===== config.mk =====
export PLATFORM = sky130hd
export DESIGN_NAME = psm_matcher
export DESIGN_NICKNAME = d
export VERILOG_FILES = /design/src/rtl/psm_pkg.sv /design/src/rtl/psm_window.sv /design/src/rtl/psm_cmp_pipe.sv /design/src/rtl/psm_ctrl.sv /design/src/rtl/psm_matcher.sv
export SDC_FILE = /design/constraint.sdc
export NUM_CORES = 1
export LEC_CHECK = 0
export BUFFER_PORTS_ARGS = -buffer_cell sky130_fd_sc_hd__clkbuf_2
export CAP_MARGIN = 10
export CORE_ASPECT_RATIO = 1.75
export CORE_MARGIN = 8
export CORE_UTILIZATION = 52
export CTS_CLUSTER_SIZE = 16
export DETAILED_ROUTE_END_ITERATION = 8
export GPL_TIMING_DRIVEN = 1
export PLACE_DENSITY = 0.72
export SLEW_MARGIN = 5
export SYNTH_ARGS = -nofsm -noshare
export SYNTH_HDL_FRONTEND = slang
export SYNTH_HIERARCHICAL = 1
export SYNTH_SLANG_ARGS = --single-unit

===== constraint.sdc =====
create_clock -name clk -period 1.15 [get_ports clk]
set_input_delay 0.115 -clock clk [delete_from_list [all_inputs] [get_ports clk]]
set_output_delay 0.115 -clock clk [all_outputs]
set_load 0.05 [all_outputs]

===== src/rtl/psm_pkg.sv =====
package psm_pkg;
    // Registered stages between the window and the match flop.
    localparam int PSM_PIPE_DEPTH = 2;

    typedef enum logic [1:0] {
        ST_FILL  = 2'd0,
        ST_ARMED = 2'd1,
        ST_BLANK = 2'd2
    } psm_state_e;
endpackage


===== src/rtl/psm_window.sv =====
module psm_window #(
    parameter int W = 24
) (
    input  logic         clk,
    input  logic         rst,
    input  logic         in_valid,
    input  logic         in_bit,
    output logic [W-1:0] win,
    output logic         shifted,
    output logic         full_next
);
    localparam int CW = $clog2(W + 1);

    logic [W-1:0]  win_q;
    logic [CW-1:0] cnt_q;

    // Newest bit at bit 0, oldest at the top.
    always_ff @(posedge clk) begin
        if (rst) begin
            win_q   <= '0;
            cnt_q   <= '0;
            shifted <= 1'b0;
        end else begin
            shifted <= in_valid;
            if (in_valid) begin
                win_q <= {win_q[W-2:0], in_bit};
                if (cnt_q != CW'(W)) begin
                    cnt_q <= cnt_q + 1'b1;
                end
            end
        end
    end

    // The window is full after this edge.
    assign full_next = (cnt_q == CW'(W)) || ((cnt_q == CW'(W - 1)) && in_valid);
    assign win       = win_q;
endmodule


===== src/rtl/psm_cmp_pipe.sv =====
module psm_cmp_pipe #(
    parameter int W = 24,
    parameter int G = 4
) (
    input  logic         clk,
    input  logic         rst,
    input  logic [W-1:0] win,
    input  logic [W-1:0] pattern,
    input  logic         tok_in,
    input  logic         gate,
    output logic         match
);
    localparam int NGRP = (W + G - 1) / G;
    localparam int PW   = NGRP * G;

    logic [W-1:0]    eqv;
    logic [PW-1:0]   eq_pad;
    logic [NGRP-1:0] grp_q;
    logic            tok_q;
    logic            match_q;

    assign eqv = ~(win ^ pattern);

    // Pad the top group with ones when W is not a multiple of G.
    for (genvar i = 0; i < PW; i++) begin : g_pad
        if (i < W) begin : g_bit
            assign eq_pad[i] = eqv[i];
        end else begin : g_one
            assign eq_pad[i] = 1'b1;
        end
    end

    // Stage 1: per-group AND.
    for (genvar g = 0; g < NGRP; g++) begin : g_grp
        always_ff @(posedge clk) begin
            if (rst) begin
                grp_q[g] <= 1'b0;
            end else begin
                grp_q[g] <= &eq_pad[g*G +: G];
            end
        end
    end

    // Token travels with the group results; stage 2 reduces the groups.
    always_ff @(posedge clk) begin
        if (rst) begin
            tok_q   <= 1'b0;
            match_q <= 1'b0;
        end else begin
            tok_q   <= tok_in && gate;
            match_q <= tok_q && gate && (&grp_q);
        end
    end

    assign match = match_q;
endmodule


===== src/rtl/psm_ctrl.sv =====
module psm_ctrl
    import psm_pkg::*;
(
    input  logic clk,
    input  logic rst,
    input  logic pat_we,
    input  logic full_next,
    output logic gate
);
    localparam int BCW = (PSM_PIPE_DEPTH > 1) ? $clog2(PSM_PIPE_DEPTH) : 1;

    psm_state_e     state_q, state_d;
    logic [BCW-1:0] bcnt_q, bcnt_d;

    // State register.
    always_ff @(posedge clk) begin
        if (rst) begin
            state_q <= ST_FILL;
            bcnt_q  <= '0;
        end else begin
            state_q <= state_d;
            bcnt_q  <= bcnt_d;
        end
    end

    // Next state.
    always_comb begin
        state_d = state_q;
        bcnt_d  = bcnt_q;
        if (pat_we) begin
            state_d = ST_BLANK;
            bcnt_d  = '0;
        end else begin
            unique case (state_q)
                ST_FILL: begin
                    if (full_next) begin
                        state_d = ST_ARMED;
                    end
                end
                ST_ARMED: begin
                    state_d = ST_ARMED;
                end
                ST_BLANK: begin
                    if (bcnt_q == BCW'(PSM_PIPE_DEPTH - 1)) begin
                        state_d = full_next ? ST_ARMED : ST_FILL;
                        bcnt_d  = '0;
                    end else begin
                        bcnt_d  = bcnt_q + 1'b1;
                    end
                end
                default: begin
                    state_d = ST_FILL;
                end
            endcase
        end
    end

    // Outputs.
    always_comb begin
        unique case (state_q)
            ST_ARMED: gate = !pat_we;
            ST_FILL:  gate = 1'b0;
            ST_BLANK: gate = 1'b0;
            default:  gate = 1'b0;
        endcase
    end
endmodule


===== src/rtl/psm_matcher.sv =====
module psm_matcher #(
    parameter int WIN_W = 24,
    parameter int GRP_W = 4
) (
    input  logic             clk,
    input  logic             rst,
    input  logic             in_valid,
    input  logic             in_bit,
    input  logic             pat_we,
    input  logic [WIN_W-1:0] pat_data,
    output logic             match
);
    logic [WIN_W-1:0] win;
    logic [WIN_W-1:0] pat_q;
    logic             shifted;
    logic             full_next;
    logic             gate;

    always_ff @(posedge clk) begin
        if (rst) begin
            pat_q <= '0;
        end else if (pat_we) begin
            pat_q <= pat_data;
        end
    end

    psm_window #(.W(WIN_W)) u_win (
        .clk       (clk),
        .rst       (rst),
        .in_valid  (in_valid),
        .in_bit    (in_bit),
        .win       (win),
        .shifted   (shifted),
        .full_next (full_next)
    );

    psm_ctrl u_ctrl (
        .clk       (clk),
        .rst       (rst),
        .pat_we    (pat_we),
        .full_next (full_next),
        .gate      (gate)
    );

    psm_cmp_pipe #(.W(WIN_W), .G(GRP_W)) u_cmp (
        .clk     (clk),
        .rst     (rst),
        .win     (win),
        .pattern (pat_q),
        .tok_in  (shifted),
        .gate    (gate),
        .match   (match)
    );
endmodule


==> implementation parameters, run 1 <==
Parameter                              Value

Outcome
  Outcome ... finished, violations left
  Violated checks ... negative setup slack

Yosys
  Unique cell type count in the Yosys netlist ... 33
  Mapped Nets ... ~290
  Total number of yosys warnings ... 6
  Most used flip-flop cell after synthesis ... dfxtp_1
  Synth top area cells ... dfxtp_1 48%, mux2i_1 18%, nor2_1 7.4%
  Share of the yosys chip area belonging to registers ... 0.476
  Fraction of synthesized cell area taken by the top area cell type ... 0.476
  Commonest cells in the synthesized netlist ... 65 x dfxtp_1, 54 x nor2_1, 49 x mux2i_1, 15 x inv_1, 8 x xor2_1
  Post-synthesis instance total ... between 200 and 300
  Average size of a mapped cell ... between 10 and 15 sq um
  Number of enable-type register cells in the synthesized netlist ... 0
  Most repeated cell in the gate-level netlist after synthesis ... dfxtp_1
  Proportion of register bits with asynchronous set or reset after synthesis ... 0
  Library cell occupying the most area in the post-synthesis netlist ... dfxtp_1
  Register bit total from synthesis ... 65
  Synthesized cell area ... 2730 sq um

STA
  Endpoints failing setup ... 4
  Worst path setup slack after routing ... -0.123 ns
  RSZ-0062 raised after global routing ... true
  Final count of pins violating max slew ... 0
  Highest attainable clock frequency ... 786 MHz
  Final worst clock skew ... 0.00393 ns
  Portion of the clock cycle consumed by the worst path in the final layout ... 1.11
  Number of failing hold endpoints at the final stage ... 0
  Post-layout min period ... 1.27 ns
  Actual transition at the worst max-transition pin ... 0.309 ns
  Worst relative slew slack ... 0.794

Detailed routing
  Total detailed-routing wirelength ... 5.34 mm
  Total met2 wirelength after detailed routing ... 2.92 mm
  Post-route DRC violation count ... 0
  Highest routing layer actually used ... met4
  Total via count in the routed design ... 1920
  Metal3 WL ... 174 um
  Mean routed wirelength per cell ... 14.3 um
  Number of design-rule violations left by the first detailed-router iteration ... 70
  DR vias/cell ... 5.13
  Initial DRT Pass Iterations ... 4
  Number of nets with antenna violations after detailed routing ... 0
  WL met1 ... 2.14 mm

Finish
  Net total in the final layout ... 345
  Area taken by multi-input logic gates ... 1330 sq um
  Final Cell Area ... 3310 sq um
  FILL cells ... ~450
  FF/Latch Area ... 1320 sq um
  Diode count ... 0
  Layout Utilization ... 0.640
  Share of post-route cells with drive strength above 1 ... 0.288
  Synth-to-Final Area Change ... 21.1%

Setup path
  Classification of the worst setup path ... flop to flop
  Arrival time at the worst endpoint ... 1.49 ns
  Crit path launch type ... flop
  Cells traversed along the worst timing path ... inv_4 -> ha_4 -> nand3_2 -> o21a_1 -> mux2_4
  Setup slack of the most critical reg-to-reg path ... -0.12 ns
  Crit path max fanout ... 3
  Cell with the largest stage delay on the worst path ... dfxtp_4
  Cell family contributing the most delay on the critical path ... flip-flops
  Launching point of the worst reg2reg path ... u_win/cnt_q[0]
  Critical path buffer and inverter count ... 1
  Worst reg-to-reg path cell count ... 5
  CP peak stage delay ... 0.37 ns
  Endpoint of the worst register-to-register path ... u_win/cnt_q[0]
  Critical path capture point type ... flop
  CP Launch Point ... u_win/cnt_q[0]
  Critical path data required time ... 1.36 ns

Clock network
  Number of buffers inserted by hold repair at cts ... 0
  Level count of the clock H-tree ... 3
  Clock tree from TritonCTS ... yes
  CTS Buf Count ... 9
  Root Driver ... clkbuf_8
  Buffer levels on the longest clock path ... 2
  Clock latency of the later-clocked register in the worst-skew pair ... about 0.33 ns
  CTS sink cnt ... between 60 and 70
  Clock input transition at the sequential cells of the worst setup and hold paths ... 0.06 ns

Floorplanning
  Boundary Pins ... 30
  Die outline area ... 7920 sq um
  Initial core utilization ... 0.529
  Number of rows created at floorplan ... 35
  Core Box Area ... 5170 sq um
  Horizontal extent of the die ... 70.8 um
  Height of the die ... 112 um

GRT
  Overall overflow remaining after global route ... 0
  Global-route usage over all layers ... 0.139
  Initial antenna violation count ... 0
  Wire length of the first global-routing pass ... just under 9 mm
  Via count of the first global-routing pass ... 2040
  Largest net degree at the start of global routing ... 33

Place
  Post-detail-place hpwl ... 3.71 mm
  Input/output buffers ... 29
  Area of placed instances ... between 3000 and 4000 sq um
  Last weighted congestion value of the routability-driven placer ... around 0.74

Min path
  Startpoint of the most critical hold path ... pat_data[5]
  Terminating pin of the worst hold path ... pat_q[5]
  Number of cells on the worst hold path ... 3
  HP Class ... primary input to flop

Power and ir drop
  Max VDD drop ... 0.00118 V
  Standby leakage power ... 1.50 nW
  Power density over cell area ... 1420 nW/um^2

Run
  Max cap viols ... 0
[through the flow]
step,power (mW),hold slack (ns),setup TNS [ns],instances,setup slack [ns]
5_1_grt,4.89,0.0357,-0.545,374,-0.168
3_5_place_dp,2.89,0.358,-0.167,356,-0.0756
4_1_cts,4.74,0.0126,-0.259,373,-0.0978
3_3_place_gp,2.88,0.348,-0.0393,356,-0.0393
2_1_floorplan,2.75,0.184,-0.0448,262,-0.0448
6_report,4.71,0.0239,-0.297,374,-0.123
[worst max path at each step]
stage,cells past startpoint,slack [ns],end
floorplan,5,-0.04,u_win/cnt_q[0]
global placement,5,-0.04,u_win/cnt_q[0]
detailed placement,5,-0.08,u_win/cnt_q[0]
CTS,6,-0.1,u_ctrl/state_q[0]
global route,6,-0.17,u_ctrl/state_q[0]
finish,5,-0.12,u_win/cnt_q[0]
[cells in the final DEF, fill, tap and decap left out, types with 3 or more instances in the layout]
cell type / n
a2111o_1: 4
nand2_1: 3
o22ai_1: 5
inv_1: 13
clkbuf_1: 3
a2111oi_4: 3
nand4_1: 3
clkbuf_8: 10
clkbuf_2: 29
buf_4: 22
nor2b_4: 4
dfxtp_2: 8
xnor2_1: 7
mux2i_1: 49
nand3_1: 4
nor2_1: 54
xor2_1: 8
nor2b_1: 6
dfxtp_1: 56
[routing by layer]
metal,GRT usage,up-vias
li1,-,979
met1,0.134,901
met2,0.261,30
met3,0.0306,10
met4,0.0755,0
met5,0,-
[report_power, final]
| group | switching (mW) | internal (mW) | leakage (nW) |
|---|---|---|---|
| combinational | 0.222 | 0.254 | 0.866 |
| clock | 0.780 | 1.06 | 0.0974 |
| sequential | 0.0604 | 2.34 | 0.536 |
| total | 1.06 | 3.65 | 1.50 |
[tightest hold or removal path: cells and delay by family]
| family | cells | cell delay (ns) |
|---|---|---|
| buffers and inverters | 1 | 0.08 |
| AND/OR/NAND/NOR | 1 | 0.07 |
| multiplexers | 1 | 0.05 |
[timing repair]
item	in CTS	in global routing
endpoints found under the setup margin	5	8
pin swaps	1	1
endpoints found under the hold margin	0	0
gates resized for setup	1	10
buffers inserted	1	1
[cell type report]
cell class,instances,share of cell area
multi-input cells,170,0.401
well taps,55,0.0208
clock buffers,13,0.0450
inverters,15,0.0178
clock inverters,3,0.0121
repair buffers,53,0.106
flip-flops and latches,65,0.397
[flip-flops by register name (all words and copies together), names as in the netlist]
register / cells
u_ctrl/state_q: 2
u_cmp/grp_q: 6
pat_q: 24
u_win/cnt_q: 5
u_cmp/match: 1
u_ctrl/bcnt_q: 1
u_cmp/tok_q: 1
u_win/shifted: 1
u_win/win: 24
[logic make-up (layout without fill, tap and decap cells)]
group,Yosys count,count (layout),share of synthesized area
and+or+nand+nor,86,86,0.161
DFF,65,65,0.476
muxes,50,50,0.185
buffers and inverters,27,84,0.0627
AOI/OAI and AO/OA,17,17,0.0581
xor gates and xnor gates,15,15,0.0481
adders and majority gates,2,2,0.00916
No activity file was read; power rests on OpenSTA's default activity.
==> inputs of run 2 (changes only) <==
- CORE_MARGIN: 8 -> 10
- SKIP_LAST_GASP: unset -> 1
==> run 2 against run 1 <==
  * The run still ends with negative setup slack left
  * Clock skew barely moved
  * Core utilization fell by 0.060 points
  * Largest power group unchanged
  * Critical endpoint unchanged
  * Highest routed layer unchanged
  * Sequential power barely moved
  * Clock power fell by 8%
  * Die area rose by 9.4%
==> implementation parameters, run 2 (synthesized netlist as in run 1, its figures left out) <==
Parameter                              Value

Outcome
  Outcome ... finished, violations left
  Violated checks ... negative setup slack

GRT
  Largest net degree at the start of global routing ... 33
  Overall overflow remaining after global route ... 0
  Wire length of the first global-routing pass ... 8.95 mm
  Via count of the first global-routing pass ... 1976
  Global-route usage over all layers ... 0.135
  Initial antenna violation count ... 0

Min path
  Number of cells on the worst hold path ... 3
  Startpoint of the most critical hold path ... pat_data[11]
  Terminating pin of the worst hold path ... pat_q[11]
  HP Class ... primary input to flop

STA
  Actual transition at the worst max-transition pin ... between 0.3 and 0.4 ns
  Highest attainable clock frequency ... 794 MHz
  Post-layout min period ... 1.26 ns
  Final worst clock skew ... 0.00418 ns
  Portion of the clock cycle consumed by the worst path in the final layout ... 1.10
  RSZ-0062 raised after global routing ... true
  Endpoints failing setup ... 4
  Final count of pins violating max slew ... 0
  Worst relative slew slack ... 0.786
  Total Neg Setup Slack ... -0.321 ns
  Number of failing hold endpoints at the final stage ... 0
  Worst path setup slack after routing ... -0.109 ns

Finish
  FILL cells ... 424
  Final Cell Area ... 3210 sq um
  Final cell count without fillers ... ~370
  Net total in the final layout ... between 300 and 400
  Area taken by multi-input logic gates ... 1280 sq um
  Most frequent standard cell in the layout excluding fill and tap cells ... dfxtp_1
  Commonest cells after routing, fill and taps aside ... 59 x dfxtp_1, 54 x nor2_1, 49 x mux2i_1
  Diode count ... 0
  FF/Latch Area ... ~1300 sq um
  Synth-to-Final Area Change ... 17.5%
  Share of post-route cells with drive strength above 1 ... 0.272
  Layout Utilization ... 0.640

Setup path
  Endpoint of the worst register-to-register path ... u_win/cnt_q[0]
  Crit path launch type ... flop
  Arrival time at the worst endpoint ... 1.48 ns
  Cell with the largest stage delay on the worst path ... dfxtp_2
  Cells traversed along the worst timing path ... inv_2 -> ha_4 -> nand3_2 -> o21a_1 -> mux2_4
  Critical path data required time ... 1.37 ns
  Critical path capture point type ... flop
  Crit path max fanout ... 3
  Launching point of the worst reg2reg path ... u_win/cnt_q[0]
  Setup slack of the most critical reg-to-reg path ... -0.11 ns
  Worst reg-to-reg path cell count ... 5
  CP peak stage delay ... 0.34 ns
  Classification of the worst setup path ... flop to flop

Clock network
  Clock latency of the later-clocked register in the worst-skew pair ... about 0.33 ns
  Root Driver ... clkbuf_8
  CTS sink cnt ... 65
  Level count of the clock H-tree ... 3
  Buffer levels on the longest clock path ... 2
  Clock input transition at the sequential cells of the worst setup and hold paths ... around 0.060 ns
  Clock tree from TritonCTS ... yes
  CTS Buf Count ... 9

Detailed routing
  Post-route DRC violation count ... 0
  DR vias/cell ... around 5.2
  Total via count in the routed design ... 1921
  Initial DRT Pass Iterations ... 5
  Number of design-rule violations left by the first detailed-router iteration ... 86
  Total detailed-routing wirelength ... between 5 and 6 mm
  Number of nets with antenna violations after detailed routing ... 0
  Mean routed wirelength per cell ... 14.2 um

Run
  Max cap viols ... 0

Place
  Post-detail-place hpwl ... 3.64 mm
  Input/output buffers ... 29
  Last weighted congestion value of the routability-driven placer ... 0.748
  Area of placed instances ... between 3000 and 4000 sq um
  Instance count after placement with tap cells included ... 350
  Setup slack at placement ... -0.0863 ns

Power and ir drop
  Power density over cell area ... 1410 nW/um^2
  Max VDD drop ... between 0.0009 and 0.001 V
  Standby leakage power ... approximately 1.5 nW

Floorplanning
  Height of the die ... 116 um
  Boundary Pins ... 30
  Initial core utilization ... 0.544
  Number of rows created at floorplan ... 34
  Core Box Area ... 5020 sq um
  Die outline area ... 8670 sq um
  Horizontal extent of the die ... 74.8 um
## run 2: how the worst max path moves through the flow
stage	start	to	slack [ns]
after floorplan	u_win/cnt_q[1]	u_win/cnt_q[0]	-0.04
after detailed placement	u_win/cnt_q[0]	u_win/cnt_q[0]	-0.09
after global placement	u_win/cnt_q[1]	u_win/cnt_q[0]	-0.06
final	u_win/cnt_q[0]	u_win/cnt_q[0]	-0.11
after CTS	u_win/cnt_q[0]	u_win/cnt_q[0]	-0.11
after global routing	u_win/cnt_q[0]	u_ctrl/state_q[0]	-0.17
## run 2: repair_timing
| item | CTS | global route |
|---|---|---|
| hold buffers | 0 | 0 |
| pin swaps | 1 | 0 |
| gates resized for setup | 0 | 3 |
| setup buffers | 1 | 3 |
| setup endpoints to repair | 4 | 5 |
## run 2: where the power goes
part           internal [mW]  total, mW  leakage (nW)  switching [mW]
Combinational          0.245      0.455         0.844           0.209
Sequential              2.34       2.40         0.534          0.0576
Clock                  0.924       1.69        0.0875           0.764
## run 2: area by class of cell
cell class,count,share of cell area
Timing Repair Buffer,50,0.102
Inverter,15,0.0175
Clock buffer,13,0.0526
Multi-Input combinational cell,170,0.399
Sequential cell,65,0.408
Tap cell,54,0.0210
## run 2: worst max-delay path: cells and delay by family, from the launching register on
kind            cells  cell delay (ns)
compound gates      1             0.21
fa+ha+maj           1             0.14
flops               1             0.34
buf+inv             1             0.08
mux                 1             0.30
simple gates        1             0.08
## run 2: layer usage
metal	vias to the layer above	global-route usage	routed length (um)
met5	-	0	0
met4	0	0.0876	126
met3	9	0.0411	221
met2	25	0.231	2820
met1	908	0.135	2040
li1	979	-	-
## run 2: through the flow
stage / total power [mW] / hold WS (ns)
6_report: 4.54 / 0.0116
5_1_grt: 4.74 / 0.0189
4_1_cts: 4.57 / 0.00193
3_5_place_dp: 2.88 / 0.356
3_3_place_gp: 2.87 / 0.347
2_1_floorplan: 2.75 / 0.184
==> inputs of run 3 (changes only) <==
- CORE_UTILIZATION: 52 -> 50
- PLACE_DENSITY: 0.72 -> 0.67
- clock period: 1.15 -> 1.4 ns (I/O delays scaled with it)
==> run 3 against run 2 <==
  * The run now ends clean
  * Non-clock buffer count down 10
  * Maximum frequency shrank 3.6%
  * Largest cell class unchanged
  * Clock skew is 0.0014 ns higher
  * Routed wire length decreased by 6.1%
  * Worst setup slack improved by 0.20 ns
  * Final cell count increased by 3.3%
  * Power fell by 21%
  * Worst hold slack better by 0.027 ns
==> implementation parameters, run 3 (synthesized netlist as in run 1, its figures left out) <==
Parameter                              Value

Clock network
  Clock latency of the later-clocked register in the worst-skew pair ... 0.33 ns
  Clock tree from TritonCTS ... yes
  Clock input transition at the sequential cells of the worst setup and hold paths ... 0.06 ns
  CTS Buf Count ... 9
  Number of buffers inserted by hold repair at cts ... 0
  Level count of the clock H-tree ... 3
  CTS sink cnt ... 65
  Buffer levels on the longest clock path ... 2
  Root Driver ... clkbuf_8

Floorplanning
  Initial core utilization ... 0.516
  Die outline area ... between 8000 and 9000 sq um
  Height of the die ... 118 um
  Core Box Area ... approximately 5300 sq um
  Horizontal extent of the die ... 75.9 um
  Boundary Pins ... 30
  Number of rows created at floorplan ... 35

Detailed routing
  Initial DRT Pass Iterations ... 4
  DR vias/cell ... 4.92
  Total via count in the routed design ... about 1900
  Mean routed wirelength per cell ... 12.9 um
  Number of nets with antenna violations after detailed routing ... 0
  Number of design-rule violations left by the first detailed-router iteration ... 68
  Total detailed-routing wirelength ... 4.88 mm
  Post-route DRC violation count ... 0

Setup path
  Critical path data required time ... ~1.6 ns
  Endpoint of the worst register-to-register path ... u_win/cnt_q[0]
  CP Launch Point ... u_win/cnt_q[1]
  Crit path max fanout ... 4
  Worst reg-to-reg path cell count ... 5
  Destination of the critical timing path ... u_win/cnt_q[0]
  Critical path buffer and inverter count ... 1
  Launching point of the worst reg2reg path ... u_win/cnt_q[1]
  Crit path launch type ... flop
  Setup slack of the most critical reg-to-reg path ... between 0.09 and 0.1 ns
  Arrival time at the worst endpoint ... 1.53 ns
  CP peak stage delay ... about 0.38 ns
  Classification of the worst setup path ... flop to flop
  Cells traversed along the worst timing path ... inv_1 -> ha_1 -> nand3_1 -> o21a_1 -> mux2_4
  Critical path capture point type ... flop
  Cell family contributing the most delay on the critical path ... flip-flops
  Cell count along the critical path ... 5
  Cell with the largest stage delay on the worst path ... dfxtp_1

Power and ir drop
  Share of power burned in combinational logic ... 0.090
  Fraction of power consumed by sequential logic ... 0.548
  Design internal power ... 2.78 mW
  Overall power consumption ... between 3 and 4 mW
  Standby leakage power ... 1.39 nW
  Net switching power figure ... 817 uW
  Clock network fraction of design power ... 0.362
  Power density over cell area ... 1160 nW/um^2
  Max VDD drop ... 0.000787 V
  Share of total power consumed by net switching ... 0.227

GRT
  Via count of the first global-routing pass ... approximately 1900
  Overall overflow remaining after global route ... 0
  Wire length of the first global-routing pass ... 8.35 mm
  Global-route usage over all layers ... 0.120
  Initial antenna violation count ... 0
  Largest net degree at the start of global routing ... 24

STA
  Actual transition at the worst max-transition pin ... 0.278 ns
  Number of failing hold endpoints at the final stage ... 0
  RSZ-0062 raised after global routing ... false
  Worst hold margin ... 0.0382 ns
  Post-layout min period ... 1.31 ns
  Worst relative slew slack ... 0.816
  Final count of pins violating max slew ... 0
  Highest attainable clock frequency ... 765 MHz
  Portion of the clock cycle consumed by the worst path in the final layout ... 0.934
  Endpoints failing setup ... 0
  Total Neg Setup Slack ... 0 ns
  Final worst clock skew ... 0.00561 ns

Outcome
  Outcome ... finished clean

Finish
  Most frequent standard cell in the layout excluding fill and tap cells ... dfxtp_1
  Commonest cells after routing, fill and taps aside ... 64 x dfxtp_1, 54 x nor2_1, 49 x mux2i_1
  Final Cell Area ... 3100 sq um
  Diode count ... 0
  Synth-to-Final Area Change ... 13.3%
  Share of post-route cells with drive strength above 1 ... 0.207
  Layout Utilization ... 0.584
  Net total in the final layout ... 332

Place
  Last weighted congestion value of the routability-driven placer ... just under 0.8
  Post-detail-place hpwl ... between 3 and 4 mm
  Input/output buffers ... 29
  Area of placed instances ... just under 3000 sq um

Min path
  HP Class ... primary input to flop

Run
  Max cap viols ... 0
-- run 3: how the worst min path moves through the flow --
stage / startpoint / to / slack (ns) / cells after the start
finish: pat_data[22] / pat_q[22] / 0.04 / 3
global placement: pat_data[5] / pat_q[5] / 0.38 / 3
floorplan: pat_we / u_ctrl/bcnt_q / 0.21 / 1
CTS: pat_data[11] / pat_q[11] / 0.03 / 3
detailed placement: pat_data[22] / pat_q[22] / 0.38 / 3
global route: pat_data[10] / pat_q[10] / 0.03 / 3
-- run 3: tightest hold or removal path, delay by kind of cell --
family | cells | cell delay [ns]
buffers and inverters | 1 | 0.07
multiplexers | 1 | 0.05
AND/OR/NAND/NOR | 1 | 0.07
-- run 3: area by class of cell --
| type | count | area [sq um] |
|---|---|---|
| clock buffers | 15 | 156 |
| repair buffers | 40 | 228 |
| flip-flops and latches | 65 | 1300 |
| multi-input cells | 170 | 1260 |
| well taps | 74 | 92.6 |
| inverters | 15 | 56.3 |
| fillers | 483 | 2200 |
-- run 3: repair_timing --
item	4_1_cts	5_1_grt
gates resized for setup	0	1
setup endpoints to repair	0	1
endpoints found under the hold margin	0	0
setup buffers	0	1
-- run 3: metal layers --
metal  vias up  wire [um]  global-route usage
met1       864       1950               0.125
met4         0        133              0.0783
li1        960          -                   -
met3        11        219              0.0354
met2        31       2580               0.197
met5         -          0                   0
-- run 3: power by group through the flow --
| stage | Sequential (mW) | Clock, mW | Combinational, mW |
|---|---|---|---|
| 6_report | 1.97 | 1.30 | 0.322 |
| 3_3_place_gp | 2.01 | 0 | 0.319 |
| 2_1_floorplan | 2.00 | 0 | 0.254 |
| 3_5_place_dp | 2.01 | 0 | 0.325 |
| 5_1_grt | 1.98 | 1.43 | 0.363 |
| 4_1_cts | 1.97 | 1.35 | 0.326 |
-- run 3: through the flow --
step	cells	setup slack, ns
2_1_floorplan	262	0.145
3_3_place_gp	363	0.111
3_5_place_dp	363	0.0548
4_1_cts	378	0.0460
5_1_grt	379	0.0102
6_report	379	0.0931
